===== config.mk =====
export PLATFORM = sky130hd
export DESIGN_NAME = acc_exec_unit
export DESIGN_NICKNAME = d
export VERILOG_FILES = /design/src/rtl/acc_exec_pkg.sv /design/src/rtl/acc_mul_iter.sv /design/src/rtl/acc_div_iter.sv /design/src/rtl/acc_cc_unit.sv /design/src/rtl/acc_exec_unit.sv
export SDC_FILE = /design/constraint.sdc
export NUM_CORES = 1
export LEC_CHECK = 0
export BUFFER_PORTS_ARGS = -buffer_cell sky130_fd_sc_hd__buf_2
export CAP_MARGIN = 0
export CELL_PAD_IN_SITES_DETAIL_PLACEMENT = 0
export CELL_PAD_IN_SITES_GLOBAL_PLACEMENT = 1
export CORE_MARGIN = 4
export CORE_UTILIZATION = 25
export DETAILED_ROUTE_END_ITERATION = 12
export GPL_TIMING_DRIVEN = 0
export PLACE_DENSITY = 0.49
export SETUP_SLACK_MARGIN = 0.05
export SLEW_MARGIN = 5
export SYNTH_ARGS = -nofsm -noshare
export SYNTH_HDL_FRONTEND = slang
export SYNTH_HIERARCHICAL = 1
export SYNTH_SLANG_ARGS = --single-unit

===== constraint.sdc =====
create_clock -name clk -period 4.6 [get_ports clk]
set_input_delay 0.46 -clock clk [delete_from_list [all_inputs] [get_ports clk]]
set_output_delay 0.46 -clock clk [all_outputs]
set_load 0.02 [all_outputs]

===== src/rtl/acc_exec_pkg.sv =====
// Package acc_exec_pkg
// Shared encodings for the accumulator execute unit: operation codes,
// condition-code values and jump-condition selects.
package acc_exec_pkg;
    typedef enum logic [2:0] {
        OP_LOAD = 3'd0,
        OP_ADD  = 3'd1,
        OP_SUB  = 3'd2,
        OP_MUL  = 3'd3,
        OP_DIV  = 3'd4,
        OP_CMP  = 3'd5
    } op_e;

    typedef enum logic [1:0] {
        CC_EQ = 2'b00,
        CC_LT = 2'b01,
        CC_GT = 2'b10
    } cc_e;

    typedef enum logic [1:0] {
        JC_EQ  = 2'd0,
        JC_LT  = 2'd1,
        JC_GT  = 2'd2,
        JC_ALL = 2'd3
    } jcond_e;
endpackage


===== src/rtl/acc_mul_iter.sv =====
// Module acc_mul_iter
// Shift-and-add multiplier keeping the low W bits of the product.
// Assumes: start is a one-cycle pulse given only while idle. After start,
// runs W steps and pulses fin_o in the cycle after the last step.
module acc_mul_iter #(
    parameter int unsigned W = 24
) (
    input  logic         clk,
    input  logic         rst_n,
    input  logic         start,
    input  logic [W-1:0] mcand_i,
    input  logic [W-1:0] mplier_i,
    output logic         fin_o,
    output logic [W-1:0] prod_o
);
    localparam int unsigned CNT_W = $clog2(W + 1);

    logic [W-1:0]     mcand_q;
    logic [W-1:0]     mplier_q;
    logic [W-1:0]     prod_q;
    logic [CNT_W-1:0] cnt_q;
    logic             fin_q;

    // Load operands on start, then add and shift one multiplier bit per cycle.
    always_ff @(posedge clk) begin
        if (!rst_n) begin
            mcand_q  <= '0;
            mplier_q <= '0;
            prod_q   <= '0;
            cnt_q    <= '0;
            fin_q    <= 1'b0;
        end else begin
            fin_q <= 1'b0;
            if (start) begin
                mcand_q  <= mcand_i;
                mplier_q <= mplier_i;
                prod_q   <= '0;
                cnt_q    <= CNT_W'(W);
            end else if (cnt_q != '0) begin
                if (mplier_q[0]) prod_q <= prod_q + mcand_q;
                mcand_q  <= mcand_q << 1;
                mplier_q <= mplier_q >> 1;
                cnt_q    <= cnt_q - 1'b1;
                fin_q    <= (cnt_q == CNT_W'(1));
            end
        end
    end

    assign fin_o  = fin_q;
    assign prod_o = prod_q;

    // the finish pulse never lasts two cycles
    a_r6_fin_single: assert property (@(posedge clk) disable iff (!rst_n)
        fin_q |=> !fin_q);
    // a finish pulse only follows the final step
    a_r6_fin_after_count: assert property (@(posedge clk) disable iff (!rst_n)
        $rose(fin_q) |-> (cnt_q == '0));
endmodule


===== src/rtl/acc_div_iter.sv =====
// Module acc_div_iter
// Signed restoring divider, quotient truncated toward zero.
// Assumes: start is a one-cycle pulse given only while idle. Works on the
// magnitudes for W steps and fixes the sign of the quotient at the output.
// A zero divisor yields an unspecified quotient; the caller handles it.
module acc_div_iter #(
    parameter int unsigned W = 24
) (
    input  logic         clk,
    input  logic         rst_n,
    input  logic         start,
    input  logic [W-1:0] dividend_i,
    input  logic [W-1:0] divisor_i,
    output logic         fin_o,
    output logic [W-1:0] quot_o
);
    localparam int unsigned CNT_W = $clog2(W + 1);

    logic [W-1:0]     dvd_q;
    logic [W-1:0]     dvs_q;
    logic [W-1:0]     rem_q;
    logic             neg_q;
    logic [CNT_W-1:0] cnt_q;
    logic             fin_q;
    logic [W:0]       shifted;
    logic [W:0]       trial;

    // One restoring step: bring in the next dividend bit and try a subtract.
    always_comb begin
        shifted = {rem_q, dvd_q[W-1]};
        trial   = shifted - {1'b0, dvs_q};
    end

    // Capture magnitudes on start, then produce one quotient bit per cycle.
    always_ff @(posedge clk) begin
        if (!rst_n) begin
            dvd_q <= '0;
            dvs_q <= '0;
            rem_q <= '0;
            neg_q <= 1'b0;
            cnt_q <= '0;
            fin_q <= 1'b0;
        end else begin
            fin_q <= 1'b0;
            if (start) begin
                dvd_q <= dividend_i[W-1] ? -dividend_i : dividend_i;
                dvs_q <= divisor_i[W-1]  ? -divisor_i  : divisor_i;
                rem_q <= '0;
                neg_q <= dividend_i[W-1] ^ divisor_i[W-1];
                cnt_q <= CNT_W'(W);
            end else if (cnt_q != '0) begin
                if (!trial[W]) begin
                    rem_q <= trial[W-1:0];
                    dvd_q <= {dvd_q[W-2:0], 1'b1};
                end else begin
                    rem_q <= shifted[W-1:0];
                    dvd_q <= {dvd_q[W-2:0], 1'b0};
                end
                cnt_q <= cnt_q - 1'b1;
                fin_q <= (cnt_q == CNT_W'(1));
            end
        end
    end

    assign fin_o  = fin_q;
    assign quot_o = neg_q ? -dvd_q : dvd_q;

    // the finish pulse never lasts two cycles
    a_r7_fin_single: assert property (@(posedge clk) disable iff (!rst_n)
        fin_q |=> !fin_q);
    // the partial remainder stays below the divisor once running
    a_r7_rem_bound: assert property (@(posedge clk) disable iff (!rst_n)
        (cnt_q != '0 && cnt_q != CNT_W'(W) && dvs_q != '0) |-> (rem_q < dvs_q));
endmodule


===== src/rtl/acc_cc_unit.sv =====
// Module acc_cc_unit
// Signed compare producing the three-way condition code, plus the jump
// evaluator that tests the stored code. Purely combinational.
module acc_cc_unit
    import acc_exec_pkg::*;
#(
    parameter int unsigned W = 24
) (
    input  logic [W-1:0] lhs_i,
    input  logic [W-1:0] rhs_i,
    input  logic [1:0]   cc_i,
    input  logic [1:0]   jcond_i,
    output logic [1:0]   cmp_cc_o,
    output logic         taken_o
);
    // Classify lhs against rhs as signed integers.
    always_comb begin
        if ($signed(lhs_i) < $signed(rhs_i))      cmp_cc_o = CC_LT;
        else if ($signed(lhs_i) > $signed(rhs_i)) cmp_cc_o = CC_GT;
        else                                      cmp_cc_o = CC_EQ;
    end

    // Decide whether the selected jump condition matches the stored code.
    always_comb begin
        unique case (jcond_e'(jcond_i))
            JC_EQ:   taken_o = (cc_i == CC_EQ);
            JC_LT:   taken_o = (cc_i == CC_LT);
            JC_GT:   taken_o = (cc_i == CC_GT);
            default: taken_o = 1'b1;
        endcase
    end
endmodule


===== src/rtl/acc_exec_unit.sv =====
// Module acc_exec_unit
// Accumulator execute unit: load/add/sub/compare finish in one cycle;
// multiply and divide use the iterative units and complete W+1 edges after
// acceptance. Assumes the operand is valid in the cycle start is high.
module acc_exec_unit
    import acc_exec_pkg::*;
#(
    parameter int unsigned W = 24
) (
    input  logic         clk,
    input  logic         rst_n,
    input  logic         start,
    input  logic [2:0]   op,
    input  logic [W-1:0] operand,
    input  logic [1:0]   jmp_cond,
    output logic [W-1:0] acc,
    output logic [1:0]   cc,
    output logic         busy,
    output logic         done,
    output logic         div_err,
    output logic         jmp_taken
);
    logic [W-1:0] acc_q;
    logic [1:0]   cc_q;
    logic         busy_q;
    logic         done_q;
    logic         err_q;
    logic         pend_div_q;
    logic         zero_dvs_q;
    logic         accept;
    op_e          op_v;
    logic         mul_go;
    logic         div_go;
    logic         mul_fin;
    logic         div_fin;
    logic [W-1:0] mul_res;
    logic [W-1:0] div_res;
    logic [1:0]   cmp_cc;

    assign accept = start && !busy_q;
    assign op_v   = op_e'(op);
    assign mul_go = accept && (op_v == OP_MUL);
    assign div_go = accept && (op_v == OP_DIV);

    acc_mul_iter #(.W(W)) mul_i (
        .clk(clk), .rst_n(rst_n), .start(mul_go),
        .mcand_i(acc_q), .mplier_i(operand),
        .fin_o(mul_fin), .prod_o(mul_res)
    );

    acc_div_iter #(.W(W)) div_i (
        .clk(clk), .rst_n(rst_n), .start(div_go),
        .dividend_i(acc_q), .divisor_i(operand),
        .fin_o(div_fin), .quot_o(div_res)
    );

    acc_cc_unit #(.W(W)) cc_i (
        .lhs_i(acc_q), .rhs_i(operand),
        .cc_i(cc_q), .jcond_i(jmp_cond),
        .cmp_cc_o(cmp_cc), .taken_o(jmp_taken)
    );

    // Accept operations, retire single-cycle ones, and collect iterative results.
    always_ff @(posedge clk) begin
        if (!rst_n) begin
            acc_q      <= '0;
            cc_q       <= CC_EQ;
            busy_q     <= 1'b0;
            done_q     <= 1'b0;
            err_q      <= 1'b0;
            pend_div_q <= 1'b0;
            zero_dvs_q <= 1'b0;
        end else begin
            done_q <= 1'b0;
            if (accept) begin
                err_q <= 1'b0;
                unique case (op_v)
                    OP_LOAD: begin acc_q <= operand;         done_q <= 1'b1; end
                    OP_ADD:  begin acc_q <= acc_q + operand; done_q <= 1'b1; end
                    OP_SUB:  begin acc_q <= acc_q - operand; done_q <= 1'b1; end
                    OP_CMP:  begin cc_q  <= cmp_cc;          done_q <= 1'b1; end
                    OP_MUL:  begin busy_q <= 1'b1; pend_div_q <= 1'b0; end
                    OP_DIV:  begin
                        busy_q     <= 1'b1;
                        pend_div_q <= 1'b1;
                        zero_dvs_q <= (operand == '0);
                    end
                    default: done_q <= 1'b1;
                endcase
            end else if (busy_q && (mul_fin || div_fin)) begin
                busy_q <= 1'b0;
                done_q <= 1'b1;
                if (!pend_div_q)    acc_q <= mul_res;
                else if (zero_dvs_q) err_q <= 1'b1;
                else                acc_q <= div_res;
            end
        end
    end

    assign acc     = acc_q;
    assign cc      = cc_q;
    assign busy    = busy_q;
    assign done    = done_q;
    assign div_err = err_q;

    // completion never overlaps a running operation
    a_r10_done_not_busy: assert property (@(posedge clk) disable iff (!rst_n)
        done_q |-> !busy_q);
    // while an iterative unit is still working the accumulator holds
    a_r9_acc_hold_busy: assert property (@(posedge clk) disable iff (!rst_n)
        (busy_q && !mul_fin && !div_fin) |=> $stable(acc_q));
    // only an accepted compare may change the condition code
    a_r4_cc_only_cmp: assert property (@(posedge clk) disable iff (!rst_n)
        !(accept && op_v == OP_CMP) |=> $stable(cc_q));
    // the condition code is always one of the three legal values
    a_r4_cc_legal: assert property (@(posedge clk) disable iff (!rst_n)
        $onehot0(cc_q));
    // the error flag rises only at the end of a divide
    a_r8_err_from_div: assert property (@(posedge clk) disable iff (!rst_n)
        $rose(err_q) |-> $past(busy_q && pend_div_q));
endmodule


After elaboration in Yosys (flattened, before gate mapping)
Cells that the tools add are included.
{ "word_totals": {"wordCells": 108, "regBits": 188, "out_inout_bits": 30, "n_memories": 0, "input_bits": 32, "mem_bits_ro": 0, "latchBits": 0, "mem_bits_rw": 0} }
{ "classes": {"eq_ne": 14, "bitwise_logic": 4, "order_cmp": 2, "n_mul": 0, "shift": 0, "muxes": 30, "reduce_logical": 29, "n_addsub": 9, "div": 0} }
{ "op_table": {"columns": ["operator", "n"], "rows": [
  ["$mux 24", 14],
  ["$neg 24->24", 3],
  ["$pmux 24 s3", 1],
  ["$add 24x24->24", 2],
  ["$sub 25x24->25", 1],
  ["$gt 24x24->1", 1],
  ["$logic_not 24->1", 1],
  ["$lt 24x24->1", 1],
  ["$sub 24x24->24", 1],
  ["$mux 5", 4],
  ["$eq 5x1->1 const B", 2],
  ["$reduce_and 2->1", 5],
  ["$reduce_bool 5->1", 2],
  ["$sub 5x1->5 const B", 2],
  ["$reduce_bool 2->1", 4],
  ["$reduce_or 2->1", 4],
  ["$mux 1", 7],
  ["$eq 3x2->1 const B", 2],
  ["$eq 3x3->1 const B", 2],
  ["$reduce_and 3->1", 2],
  ["$reduce_or 3->1", 2],
  ["$eq 2x1->1 const B", 2],
  ["$eq 2x2->1 const B", 2],
  ["$logic_and 1x1->1", 4],
  ["other kinds (13)", 17]
]} }

Logic depth before layout (Yosys ltp)
Gate-level depths: netlist (run 1).
{ "depth": {"depth_word": 6, "depth_mapped": 15, "ltp_nobuf": 14} }

By module
The synthesis (run 1) kept the hierarchy.
{ "by_module_without_submodules": {"columns": ["mod", "cells_per_inst", "seq_area_each_um2", "instances", "area_each_um2"], "rows": [
  ["acc_div_iter", 808, 1581.5, 1, 5964.5],
  ["acc_mul_iter", 562, 1561.5, 1, 4634.4],
  ["acc_exec_unit", 525, 620.6, 1, 3943.8],
  ["acc_cc_unit", 102, 0.0, 1, 735.7]
]} }

Least setup slack after synthesis (run 1)
Ideal clock, no wire load.
{ "synth_path": {"path_type": "input port to flip-flop", "from": "input port operand[4]", "to": "register acc_q[23] (netlist: acc[23])", "t_arrival_ns": 3.605, "slack_ns": 0.921, "t_required_ns": 4.526, "setup_ns": 0.074, "cell_stages": 14, "cell_sequence": "or3_4 > nor3_4 > nand3_2 > or4_4 > o31ai_4 > xor2_1 > ha_1 > buf_2 > a21o_1 > a31o_2 > a21oi_1 > o21ai_0 > or4_1 > a31oi_1"} }
{ "synth_between": {"elab_chain_len": 3} }
{ "synth_rtl": {"columns": ["item", "line", "rtl"], "rows": [
  ["start: declaration", "acc_exec_unit.sv:14", "input logic [W-1:0] operand,"],
  ["$sub 24x24->24 / $add 24x24->24 (equally long branches)", "acc_exec_unit.sv:80, acc_exec_unit.sv:79", null],
  ["$pmux 24 s3 *", "acc_exec_unit.sv:77", "unique case (op_v)"],
  ["$mux 24 *", "acc_exec_unit.sv:75", "if (accept) begin"],
  ["end signal: assignment", "acc_exec_unit.sv:93", "if (!pend_div_q) acc_q <= mul_res;"],
  ["end signal: assignment", "acc_exec_unit.sv:95", "else acc_q <= div_res;"],
  ["end: declaration", "acc_exec_unit.sv:23", "logic [W-1:0] acc_q;"]
]} }
Every way passes the cells marked *; elsewhere a longest branch is shown, timed or not.
A chain may end at the register's enable or synchronous reset.

Final worst setup path (run 1)
{ "layout_path": {"from": "input port op[2]", "to": "register acc_q[20] (netlist: acc[20])"} }
{ "layout_between": {"elab_chain_len": 3} }
{ "layout_rtl": {"columns": ["item", "line", "rtl"], "rows": [
  ["start: declaration", "acc_exec_unit.sv:13", "input logic [2:0] op,"],
  ["$eq 3x2->1 (tied with other cells)", "acc_exec_unit.sv:77", null],
  ["$ne 4x1->1 (no line) / $pmux 24 s3 (equally long branches)", null, null],
  ["$reduce_and 3->1 (no line) / $mux 24 (equally long branches)", null, null]
]} }
Several ways; a longest one is shown, not always the timed one.

==> impl_metrics.yaml, run 1 <==
drt:
  post-route-drc-count: 0
  drt_iter0_drc: 899
  vias_per_cell: 5.22
  via_count: 15000
  drt_wl_total_mm: 63.6
  firstDrtPassIters: 5
  wire_per_inst_um: 22.2
  ant_nets: 0
synth:
  synth_xor_area_share_pct: 7.74
  ys.flop_type: "dfxtp_1"
  synth_fp_nets: 2140
  netlist_instances: 1997
  synth-seq-cells: 188
  synth_adder_area_share_pct: 9.24
  yosys.area_share.simple_pct: 22.7
  ys_warn_count: 6
  syn_area_per_cell_sq_um: 7.65
  synth_compound_area_share_pct: 24.9
  seq_area_frac_synth_pct: 24.6
  synth_top_family_by_area: "compound AO/OA/AOI/OAI gates"
  synth_edf_count: 0
  synth.cell_area_sq_um: 15300
  synth.distinct_cells: 96
  synthArstFlopShare_pct: 0
  synth_mux_area_share_pct: 5.36
worst_setup_path:
  worstPathCellList: "buf_2 -> clkbuf_1 -> nor3b_1 -> clkbuf_1 -> a21oi_1 -> xnor2_1 -> ha_1 -> a21o_1 -> a221oi_1 -> a211oi_1 -> a211oi_1 -> xor2_1 -> a21oi_1"
  crit_required_ns: 4.98
  critPathSlowestCell: "nor3b_1"
  rrSetupSlack_ns: 0.73
  path_class: "in2reg"
  crit_fanout: 10
  cpPeakStageDelay_ns: 0.66
  critPathTopFamily: "compound AO/OA/AOI/OAI gates"
  worstSetupStartpointType: "primary input"
  worstPathArrival_ns: 4.37
  r2r_cells: 13
  worstReg2RegEnd: "div_i/rem_q[8]"
  rr_startpoint: "div_i/dvd_q[23]"
  endpoint_kind: "register"
  crit_buf_inv: 3
clock_network:
  cts_tree: "built"
  cts_buffers: 17
  clk_pin_slew_worst_paths_ns: 0.08
  ctsHoldBuffers: 0
  clock_latency_ns: 0.49
  cts_max_level: 4
  cts_resized: 0
  cts_sinks: 188
  root_buffer: "clkbuf_16"
  cts_setup_buffers: 0
  cts_max_path_buffers: 2
layout:
  layout.nets: 2220
  fin_util_pct: 28.4
  stdcell_count: 2872
  area_delta_synth_final_pct: 12.4
  layout_common_cells: "255 x nand2_1, 188 x dfxtp_1, 153 x nor2_1"
  drive_gt1_share_pct: 8.38
  final_common_cell: "nand2_1"
  stdcell_area_sq_um: 17200
place:
  hpwl_mm: 48.8
  port-buffer-count: 61
  dpl_cell_area_sq_um: 16600
  placed_cells: 2840
  gp_congestion: 0.892
global_routing:
  overflow: 0
  grt_usage_pct: 19.4
  grt_max_degree: 17
  antenna_found_initial: 2
  grt_pass1_vias: 14700
  grt_pass1_wl_mm: 94.6
floorplanning:
  start_util_pct: 25.3
  die_x_um: 255
  die_h_um: 255
  core_area_sq_um: 60500
  io_pins: 62
  rows: 90
  fp.dieArea_sq_um: 65100
hold_path:
  hold_path_class: "in2reg"
  whs_endpoint: "div_i/dvs_q[23]"
  hp-start: "rst_n"
  whs_path_depth: 2
sta:
  clock_skew_ns: 0.0184
  maxSlewViolCount: 0
  fin_crit_sh_pct: 86.7
  max_freq_mhz: 251
  layout_min_cycle_time_ns: 3.99
  hold_violations: 0
  worst_pin_slew_ns: 1.02
  max_slew_margin_pct: 31.7
  tns_ns: 0
  rsz0062_at_grt: "no"
  whs_ns: 0.442
  finalSetupViolCount: 0
pwr:
  p_per_area_nw_per_um2: 422
  vdd_drop_max_v: 0.000293
  power.leakage_nw: 6.88
job:
  max-cap-violations: 0
status:
  run_status: "completed"
==> worst max path at each step <==
stage | startpoint | endpoint | slack, ns | cells after the start
final | op[2] | acc[20] | 0.61 | 13
after global routing | op[2] | acc[20] | 0.35 | 15
after CTS | op[2] | acc[20] | 0.60 | 13
after detailed placement | op[2] | acc[20] | 0.07 | 13
after global placement | op[2] | acc[20] | 0.04 | 13
after floorplan | operand[4] | acc[23] | 0.92 | 14
==> layer usage <==
metal,track usage [%],share of wire [%],up-vias
met5,0,0,-
met4,5.91,2.6,0
met3,2.60,3.7,77
met2,32.5,47,309
met1,25.9,47,7268
li1,-,-,7350
==> cells by family after synthesis <==
kind of cell | Yosys count
AND/OR/NAND/NOR | 699
AO/OA/AOI/OAI | 581
buffers and inverters | 202
flip-flops | 188
XOR/XNOR | 135
adder cells (fa/ha/maj) | 111
multiplexers | 81
==> power breakdown <==
part / internal [W] / switching, W / total (W)
clock network: 0.000886 / 0.000751 / 0.00164
registers: 0.00180 / 0.000241 / 0.00204
logic: 0.00133 / 0.00224 / 0.00357
==> metrics by stage <==
step	worst slack, ns	power (W)
final	0.613	0.00724
after global routing	0.347	0.00775
after CTS	0.602	0.00734
after detailed placement	0.0675	0.00565
after global placement	0.0354	0.00564
after floorplan	0.921	0.00455
==> synthesized netlist by cell type, types with 6 or more instances <==
cell       count  area [sq um]
xnor2_1       85           744
buf_4          9          67.6
a21boi_0       8          60.1
o21ai_0      133           666
and4_1         6          52.6
o21ai_1       21           105
xor2_1        50           438
dfxtp_1      188          3760
a21o_1        37           278
nor2b_1       22           138
mux2_2         6          67.6
or3_1         17           106
nor2_1       153           574
a211oi_1      42           315
nor4_1        11          68.8
mux2i_1       75           751
buf_2         16          80.1
nand4_1       16           100
nand2b_1      15          93.8
o2bb2ai_1      6          52.6
a31oi_1       41           257
o21a_1        13          97.6
and2_1        62           388
nand2_1      255           957
nor3_1        35           175
clkbuf_1      83           312
and3_1        12          75.1
nand3_1       36           180
a21oi_1      143           716
o311ai_0       6          52.6
or4_1         13          97.6
ha_1         108          1350
o31ai_1       24           180
o211ai_1      19           143
o41ai_1       11          96.3
inv_1         86           323
==> worst reg2reg max path: stages, from the launching register on <==
cell and delay (ns):
dfxtp_1 0.37, inv_1 0.12, ha_1 0.25, fa_1 0.39, nand2b_1 0.22, a21oi_1 0.33
o21ai_1 0.23, a21oi_1 0.37, o21ai_1 0.25, a211oi_2 0.53, buf_4 0.29, buf_4 0.21
nand2_1 0.07, a31oi_1 0.16
==> sequential cells by signal, summed over array words and instances (netlist names), 2 cells and up <==
name	cells
div_i/rem_q	24
div_i/dvd_q	24
div_i/cnt_q	5
mul_i/cnt_q	5
cc	2
div_i/dvs_q	24
mul_i/mplier_q	24
mul_i/mcand_q	24
mul_i/prod_o	24
acc	24
==> cell type report <==
type                            count  area [sq um]
Inverter                           86           323
Multi-Input combinational cell   1607         10700
Antenna cell                        1          2.50
Fill cell                        6583         43300
Sequential cell                   188          3760
Tap cell                          782           978
Clock buffer                       19           453
Timing Repair Buffer               61           305
Buffer                            116           512
Clock inverter                     12           159
No activity file was read; power rests on OpenSTA's default activity.
==> inputs of run 2 (changes only) <==
CORE_UTILIZATION = 48   (was 25)
PLACE_DENSITY = 0.83   (was 0.49)
==> run 2 against run 1 <==
Net effect: sequential share of layout area increased by 0.61 points; sequential power is essentially flat; first-iteration DRC count up 46%; global-route usage is 11 points higher.
==> impl_metrics.yaml, run 2 (same netlist as run 1, synthesis figures left out) <==
worst_setup_path:
  r2r_cells: 14
  worstReg2RegEnd: "acc[18]"
  rrSetupSlack_ns: 0.88
  path_class: "in2reg"
  cpPeakStageDelay_ns: 0.84
  critPathSlowestCell: "nor3b_1"
  rr_startpoint: "div_i/dvd_q[2]"
  crit_buf_inv: 3
  crit_required_ns: 4.92
  crit_fanout: 10
  endpoint_kind: "register"
  worstPathCellList: "buf_2 -> clkbuf_1 -> nor3b_1 -> clkbuf_1 -> nor2_1 -> xnor2_1 -> ha_1 -> a21o_1 -> a221oi_1 -> a21o_1 -> a2bb2oi_1 -> xnor2_1 -> a21oi_1"
  critPathTopFamily: "compound AO/OA/AOI/OAI gates"
  startpoint: "op[2]"
  worstPathArrival_ns: 4.47
  worstSetupStartpointType: "primary input"
pwr:
  power_w: 0.00708
  intPower_w: 0.00386
  p_per_area_nw_per_um2: 424
  power.share.clock_pct: 21.9
  vdd_drop_max_v: 0.000367
  p_seq_share_pct: 28.5
  p_comb_share_pct: 49.6
  power.leakage_nw: 6.89
  p_sw_share_pct: 45.5
  power_switching_w: 0.00322
layout:
  fin_util_pct: 53.1
  diodes: 0
  stdcell_count: 2492
  fillCellCount: 3112
  layout_common_cells: "255 x nand2_1, 188 x dfxtp_1, 153 x nor2_1"
  final_common_cell: "nand2_1"
  layout.nets: 2220
  drive_gt1_share_pct: 8.42
  layout.area.seq_sq_um: 3760
  area_delta_synth_final_pct: 9.36
  multiInputGateArea_sq_um: 10700
place:
  gp_congestion: 1.02
  hpwl_mm: 40.5
  port-buffer-count: 61
  placed_cells: 2460
  pre_cts_ws_ns: 0.146
floorplanning:
  rows: 65
  start_util_pct: 48.5
  io_pins: 62
  fp.dieArea_sq_um: 34700
  die_h_um: 186
  core_area_sq_um: 31500
  die_x_um: 186
sta:
  layout_min_cycle_time_ns: 4.15
  tns_ns: 0
  max_freq_mhz: 241
  clock_skew_ns: 0.0143
  setup_ws_ns: 0.449
  worst_pin_slew_ns: 0.952
  hold_violations: 0
  finalSetupViolCount: 0
  max_slew_margin_pct: 36.4
  fin_crit_sh_pct: 90.2
  rsz0062_at_grt: "no"
  maxSlewViolCount: 0
clock_network:
  cts_setup_buffers: 0
  cts_buffers: 17
  ctsHoldBuffers: 0
  clock_latency_ns: 0.45
  cts_max_level: 4
  root_buffer: "clkbuf_16"
  cts_resized: 0
  clk_pin_slew_worst_paths_ns: 0.08
  cts_tree: "built"
  cts_sinks: 188
  cts_max_path_buffers: 2
drt:
  drt_iter0_drc: 1316
  ant_nets: 0
  drt_wl_total_mm: 54.3
  via_count: 15300
  vias_per_cell: 6.13
  firstDrtPassIters: 6
  wire_per_inst_um: 21.8
  post-route-drc-count: 0
global_routing:
  grt_pass1_wl_mm: 83.4
  antenna_found_initial: 0
  grt_pass1_vias: 14500
  grt_max_degree: 22
  grt_usage_pct: 30.2
  overflow: 0
job:
  max-cap-violations: 0
hold_path:
  whs_path_depth: 2
  hold_path_class: "reg2reg"
  hp-start: "mul_i/prod_o[19]"
  whs_endpoint: "mul_i/prod_o[19]"
status:
  run_status: "completed"
run 2: changes by cell type in the layout (fill, tap and decap cells not counted), moves of 3 or more:
| cell | before | now |
|---|---|---|
| bufinv_16 | 3 | 0 |
| clkinv_4 | 1 | 5 |
| clkinv_8 | 0 | 7 |
| inv_6 | 4 | 0 |
run 2: worst max-delay path by stage:
stage                         end  slack, ns  cells after the start
after floorplan           acc[23]       0.92                     14
after global placement    acc[20]       0.17                     13
after detailed placement  acc[20]       0.15                     13
after CTS                 acc[20]       0.59                     13
after global routing      acc[16]       0.29                     13
final                     acc[16]       0.45                     13
run 2: final cells by class:
type	instances	share of cell area, %
inverter	86	1.93
clock inverter	15	1.18
buffer	116	3.06
clock buffer	17	2.55
tap	402	3.01
sequential	188	22.5
timing repair buffer	61	1.83
multi-input combinational	1607	63.9
run 2: layer usage:
metal / track usage (%) / share of wire, % / vias to the layer above / routed length [um]
met5: 0 / 0 / - / 0
met4: 13.0 / 4.9 / 0 / 2640
met3: 5.42 / 8.3 / 152 / 4520
met2: 48.3 / 44 / 611 / 24000
met1: 40.2 / 43 / 7188 / 23200
li1: - / - / 7330 / -
run 2: through the flow:
step	cell area, sq um	hold slack, ns
finish	16700	0.476
global route	16700	0.493
CTS	16700	0.476
detailed placement	16100	0.465
global placement	16100	0.461
floorplan	15300	0.440
run 2: power by group through the flow:
stage                     clock network, W  logic, W  registers [W]
after CTS                          0.00157   0.00348        0.00201
after global placement                   0   0.00342        0.00204
after floorplan                          0   0.00257        0.00197
final                              0.00155   0.00352        0.00202
after global routing               0.00164   0.00385        0.00203
after detailed placement                 0   0.00345        0.00204
run 2: tightest hold or removal path: cells and delay by family (launching register included):
| kind | cells | cell delay [ns] |
|---|---|---|
| AND/OR/NAND/NOR | 1 | 0.05 |
| flip-flops | 1 | 0.33 |
| AO/OA/AOI/OAI | 1 | 0.05 |
